--- config.mk ---
export PLATFORM = sky130hd
export DESIGN_NAME = lcsr_status
export DESIGN_NICKNAME = d
export VERILOG_FILES = /design/src/rtl/lcsr_pkg.sv /design/src/rtl/lcsr_w1c_bit.sv /design/src/rtl/lcsr_coll_capture.sv /design/src/rtl/lcsr_sync_watch.sv /design/src/rtl/lcsr_status.sv
export SDC_FILE = /design/constraint.sdc
export NUM_CORES = 1
export LEC_CHECK = 0
export ABC_AREA = 1
export BUFFER_PORTS_ARGS = -buffer_cell sky130_fd_sc_hd__buf_2
export CELL_PAD_IN_SITES_DETAIL_PLACEMENT = 0
export CELL_PAD_IN_SITES_GLOBAL_PLACEMENT = 1
export CORE_MARGIN = 5
export CORE_UTILIZATION = 22
export DETAILED_ROUTE_END_ITERATION = 7
export GPL_TIMING_DRIVEN = 1
export MAX_ROUTING_LAYER = met4
export PLACE_DENSITY_LB_ADDON = 0.08
export SLEW_MARGIN = 20
export SYNTH_ARGS = -nofsm -noshare
export SYNTH_HDL_FRONTEND = slang
export SYNTH_SLANG_ARGS = --single-unit
--- constraint.sdc ---
create_clock -name clk -period 1.9 [get_ports clk]
set_input_delay 0.475 -clock clk [delete_from_list [all_inputs] [get_ports clk]]
set_output_delay 0.475 -clock clk [all_outputs]
set_load 0.01 [all_outputs]
--- src/rtl/lcsr_pkg.sv ---
package lcsr_pkg;

    typedef enum logic [1:0] {
        PH_IDLE     = 2'b00,
        PH_PREAMBLE = 2'b01,
        PH_DATA     = 2'b10,
        PH_VIOL     = 2'b11
    } tx_phase_e;

    localparam int STS_W       = 8;
    localparam int BIT_TXFAIL  = 0;
    localparam int BIT_IMPROP  = 1;
    localparam int BIT_COLL_LO = 2;
    localparam int BIT_SYNCF   = 4;
    localparam int N_W1C       = 2;

    typedef struct packed {
        logic [1:0] coll;
        logic       sync_fail;
        logic       improper;
        logic       tx_fail;
    } sts_flags_t;

    function automatic logic [STS_W-1:0] pack_status(sts_flags_t f);
        logic [STS_W-1:0] v;
        v = '0;
        v[BIT_TXFAIL]                  = f.tx_fail;
        v[BIT_IMPROP]                  = f.improper;
        v[BIT_COLL_LO+1:BIT_COLL_LO]   = f.coll;
        v[BIT_SYNCF]                   = f.sync_fail;
        return v;
    endfunction

endpackage

--- src/rtl/lcsr_w1c_bit.sv ---
module lcsr_w1c_bit (
    input  logic clk,
    input  logic rst,
    input  logic set_i,
    input  logic clr_i,
    output logic q
);
    always_ff @(posedge clk) begin
        if (rst)        q <= 1'b0;
        else if (set_i) q <= 1'b1;
        else if (clr_i) q <= 1'b0;
    end

    assert_set_wins_R10: assert property (@(posedge clk) disable iff (rst)
        set_i |=> q);
    assert_hold_R11: assert property (@(posedge clk) disable iff (rst)
        (!set_i && !clr_i) |=> q == $past(q));
endmodule

--- src/rtl/lcsr_coll_capture.sv ---
module lcsr_coll_capture
    import lcsr_pkg::*;
(
    input  logic      clk,
    input  logic      rst,
    input  logic      coll_pulse,
    input  tx_phase_e phase,
    input  logic      clr_i,
    output logic [1:0] coll_q
);
    logic       empty_after_clr;
    logic       capture;

    assign empty_after_clr = (coll_q == 2'b00) || clr_i;
    assign capture = coll_pulse && (phase != PH_IDLE) && empty_after_clr;

    always_ff @(posedge clk) begin
        if (rst)          coll_q <= 2'b00;
        else if (capture) coll_q <= phase;
        else if (clr_i)   coll_q <= 2'b00;
    end

    assert_sticky_R4: assert property (@(posedge clk) disable iff (rst)
        (coll_q != 2'b00 && !clr_i) |=> coll_q == $past(coll_q));
    assert_idle_ignored_R3: assert property (@(posedge clk) disable iff (rst)
        (coll_q == 2'b00 && phase == PH_IDLE) |=> coll_q == 2'b00);
    assert_capture_R2: assert property (@(posedge clk) disable iff (rst)
        (coll_q == 2'b00 && coll_pulse && phase != PH_IDLE)
            |=> coll_q == $past(phase));
endmodule

--- src/rtl/lcsr_sync_watch.sv ---
module lcsr_sync_watch (
    input  logic clk,
    input  logic rst,
    input  logic link_en,
    input  logic cycle_expired,
    input  logic sync_done,
    output logic sync_fail
);
    logic synced_q;
    logic reached;

    assign reached = synced_q || sync_done;

    always_ff @(posedge clk) begin
        if (rst || !link_en) begin
            synced_q  <= 1'b0;
            sync_fail <= 1'b0;
        end else begin
            if (sync_done) synced_q <= 1'b1;
            if (cycle_expired && !reached) sync_fail <= 1'b1;
        end
    end

    assert_clear_on_disable_R7: assert property (@(posedge clk) disable iff (rst)
        !link_en |=> !sync_fail);
    assert_no_fail_after_sync_R6: assert property (@(posedge clk) disable iff (rst)
        (link_en && synced_q && !sync_fail) |=> !sync_fail);
endmodule

--- src/rtl/lcsr_status.sv ---
module lcsr_status
    import lcsr_pkg::*;
#(
    parameter int LEN_W        = 4,
    parameter int MIN_LCV_BITS = 3
) (
    input  logic             clk,
    input  logic             rst,
    input  logic             coll_pulse,
    input  logic [1:0]       tx_phase,
    input  logic             lcv_done,
    input  logic [LEN_W-1:0] lcv_len,
    input  logic             link_en,
    input  logic             cycle_expired,
    input  logic             sync_done,
    input  logic             tx_fail_evt,
    input  logic             wr_en,
    input  logic [STS_W-1:0] wr_data,
    output logic [STS_W-1:0] rd_data,
    output logic             tx_req_clear
);
    localparam logic [LEN_W-1:0] MIN_LEN = LEN_W'(MIN_LCV_BITS);
    localparam int W1C_POS [N_W1C] = '{BIT_TXFAIL, BIT_IMPROP};

    sts_flags_t   flags;
    logic [N_W1C-1:0] w1c_set, w1c_clr, w1c_q;
    logic         coll_clr;
    logic         short_lcv;

    assign short_lcv = lcv_done && (lcv_len < MIN_LEN);
    assign w1c_set   = {short_lcv, tx_fail_evt};
    assign coll_clr  = wr_en && (wr_data[BIT_COLL_LO+1:BIT_COLL_LO] == 2'b11);

    for (genvar i = 0; i < N_W1C; i++) begin : g_w1c
        assign w1c_clr[i] = wr_en && wr_data[W1C_POS[i]];
        lcsr_w1c_bit u_bit (
            .clk   (clk),
            .rst   (rst),
            .set_i (w1c_set[i]),
            .clr_i (w1c_clr[i]),
            .q     (w1c_q[i])
        );
    end

    lcsr_coll_capture u_coll (
        .clk        (clk),
        .rst        (rst),
        .coll_pulse (coll_pulse),
        .phase      (tx_phase_e'(tx_phase)),
        .clr_i      (coll_clr),
        .coll_q     (flags.coll)
    );

    lcsr_sync_watch u_sync (
        .clk           (clk),
        .rst           (rst),
        .link_en       (link_en),
        .cycle_expired (cycle_expired),
        .sync_done     (sync_done),
        .sync_fail     (flags.sync_fail)
    );

    assign flags.tx_fail  = w1c_q[0];
    assign flags.improper = w1c_q[1];
    assign rd_data        = pack_status(flags);

    always_ff @(posedge clk) begin
        if (rst) tx_req_clear <= 1'b0;
        else     tx_req_clear <= tx_fail_evt;
    end

    assert_reserved_zero_R1: assert property (@(posedge clk) disable iff (rst)
        rd_data[7:5] == 3'b000);
    assert_txreq_pulse_R9: assert property (@(posedge clk) disable iff (rst)
        tx_fail_evt |=> (tx_req_clear && rd_data[BIT_TXFAIL]));
    assert_improper_set_R8: assert property (@(posedge clk) disable iff (rst)
        (lcv_done && lcv_len < MIN_LEN) |=> rd_data[BIT_IMPROP]);
    assert_long_lcv_R8: assert property (@(posedge clk) disable iff (rst)
        (!rd_data[BIT_IMPROP] && !(lcv_done && lcv_len < MIN_LEN)) |=> !rd_data[BIT_IMPROP]);
endmodule

==> impl_metrics.toml <==
[yosys]
synth_cells = 46
seq_area_frac_synth = 0.4242
synth_area_leaders = "dfxtp_1 (42%), buf_4 (14%), nand2_1 (9.1%), inv_1 (8.0%), a21oi_1 (7.6%)"
synth_ff_type = "dfxtp_1"
synthArstFlopShare = 0
netlist_area_um2 = 330.3
ys_ff_latch = 7
synth_top_area_share = 0.4242
yosys-top-cells-count = "nand2_1 (8), dfxtp_1 (7), inv_1 (7), buf_4 (6), nor2_1 (6)"
yosysWarnings = 0
synth_most_common_cell = "nand2_1"
synth_top_cell_by_area = "dfxtp_1"
syn_area_per_cell_um2 = 7.181
synth_edf_count = 0
ys_types = 11

[detailed_routing]
postRouteAntennaNets = 0
vias_per_cell = 3.849
dr.pass1.iters = 3
vias = 331
route.detailed.drc = 0
wirelength_um = 736
drtIter0Drc = 1
avgRoutedWirePerCell_um = 8.558

[pwr]
clkPwrFrac = 0.376
internal-power_mw = 0.2624
p_switching_mw = 0.08155
p_sw_frac = 0.2371
powerDensity_nw_per_um2 = 749.1
combinationalPowerShare = 0.161
cellLeakagePower_nw = 0.2543
seqPwrFrac = 0.463
ir_worst_vdd_mv = 0.3131

[floorplan]
die_y_um = 48.75
std_cell_rows = 14
die_w_um = 48.75
die-area_um2 = 2377
initial_core_util = 0.2245
coreArea_um2 = 1471
ios = 32

[layout]
instances_no_fill = 86
multiInputGateArea_um2 = 126.4
area_growth_pct = 39.01
diodes = 0
seq_area_um2 = 140.1
fillers = 182
layout.nets = 94
drive_above_1_share = 0.4143
final_cell_area_um2 = 459.2

[clock_network]
clock_path_buffers = 2
post_cts_buffers = 0
cts_root_buffer = "clkbuf_4"
cts_htree_levels = 1
path_clk_slew_ns = 0.05
cts_resized = 0
clk_latency_ns = 0.24
numCtsBuffers = 3
clock-sinks = 7
hold_buffers = 0
cts_tree = "yes"

[global_route]
grt_pass1_vias = 317
met1_usage = 0.08178
grt-ovfl-total = 0
use_met2 = 0.08913
grt.total_usage = 0.06464
antenna_found_initial = 0
grt_pass1_wl_mm = 1.228
grt_max_degree = 7
grt_busiest_layer = "met2"
use_met3 = 0.03681

[worst_setup_path]
critPathMaxFanout = 3
critPathLaunchType = "flop"
crit_arrival_ns = 0.73
cp_cell_sequence = "buf_2"
cp_slowest_cell = "dfxtp_1"
cp.required_ns = 1.42
critPathTopFamily = "flip-flops"
cp.buffers_inverters = 1
endpoint_kind = "output port"
crit_path_max_incr_delay_ns = 0.35
critical_path_class = "reg -> out"

[sta]
rsz0062_at_grt = "false"
setup-violations-final = 0
min_period_over_period = 0.6335
whs_ns = 0.4542
max_freq_mhz = 830.8
fin_skew_ns = 0.004531
fin_ws_ns = 0.6963
setup_tns_ns = 0
min_period_ns = 1.204
hold_viol_final = 0
finalMaxSlewViolations = 0

[place]
dp.cells = 82
dpl_cell_area_um2 = 432.9
gp_congestion = 0.6552
pre_cts_ws_ns = 0.8738
port_buffers = 24

[status]
outcome = "completed"

[worst_hold_path]
holdCritPathClass = "in -> reg"

[flow_run]
drv_cap = 0
[routing by layer]
metal	wire, um	up-vias	part of all wire
met5	0	-	0
met4	0	0	0
met3	73	0	0.099
li1	-	182	-
met2	348	11	0.47
met1	314	138	0.43
[metrics by stage]
stage / total power [mW] / util
global placement: 0.2187 / 0.2942
floorplan: 0.1961 / -
detailed placement: 0.2187 / 0.2942
finish: 0.3440 / 0.3121
global route: 0.3704 / 0.3121
CTS: 0.3524 / 0.3121
[power groups by stage]
| stage | combinational [mW] | sequential [mW] | clock, mW |
|---|---|---|---|
| 2_1_floorplan | 0.0324 | 0.164 | 0 |
| 3_3_place_gp | 0.0564 | 0.162 | 0 |
| 3_5_place_dp | 0.0566 | 0.162 | 0 |
| 4_1_cts | 0.0567 | 0.159 | 0.136 |
| 5_1_grt | 0.0645 | 0.160 | 0.146 |
| 6_report | 0.0553 | 0.159 | 0.129 |
[path summary, 6_finish.rpt]
path                            startpoint                       endpoint  slack (ns)  cells after the start
max          u_coll.coll_q[1]$_SDFFE_PP0P_                     rd_data[3]        0.70                      1
max reg2reg  u_coll.coll_q[1]$_SDFFE_PP0P_  u_coll.coll_q[0]$_SDFFE_PP0P_        1.15                      5
min                            tx_fail_evt        tx_req_clear$_SDFF_PP0_        0.45                      3
min reg2reg   u_sync.synced_q$_SDFFE_PP0P_   u_sync.synced_q$_SDFFE_PP0P_        0.46                      2
[cells by family after synthesis]
kind of cell	count (synthesis)	share of synthesized area
buffers and inverters	13	0.2159
and+or+nand+nor	19	0.2538
DFF	7	0.4242
AOI/OAI and AO/OA	6	0.09470
other	1	0.01135
[sequential cells by signal (all words and copies together), names as in the netlist]
name and count:
u_sync.synced_q 1, u_sync.sync_fail 1, g_w1c.u_bit.q 2, u_coll.coll_q 2, tx_req_clear 1
[layout make-up]
| class | count | share of cell area |
|---|---|---|
| sequential | 7 | 0.3052 |
| multi-input combinational | 28 | 0.2752 |
| timing repair buffer | 24 | 0.2616 |
| clock buffer | 4 | 0.05722 |
| inverter | 7 | 0.05722 |
| tap | 16 | 0.04360 |
[cell usage in the layout, fill, tap and decap left out, types with 3 or more instances in the layout]
master	netlist	layout
conb_1	1	3
nand3_1	3	3
buf_2	0	24
nand2_1	8	8
clkbuf_4	0	3
inv_1	7	7
nor2_1	6	6
dfxtp_1	7	7
a21oi_1	5	5
No activity file was read; power rests on OpenSTA's default activity.
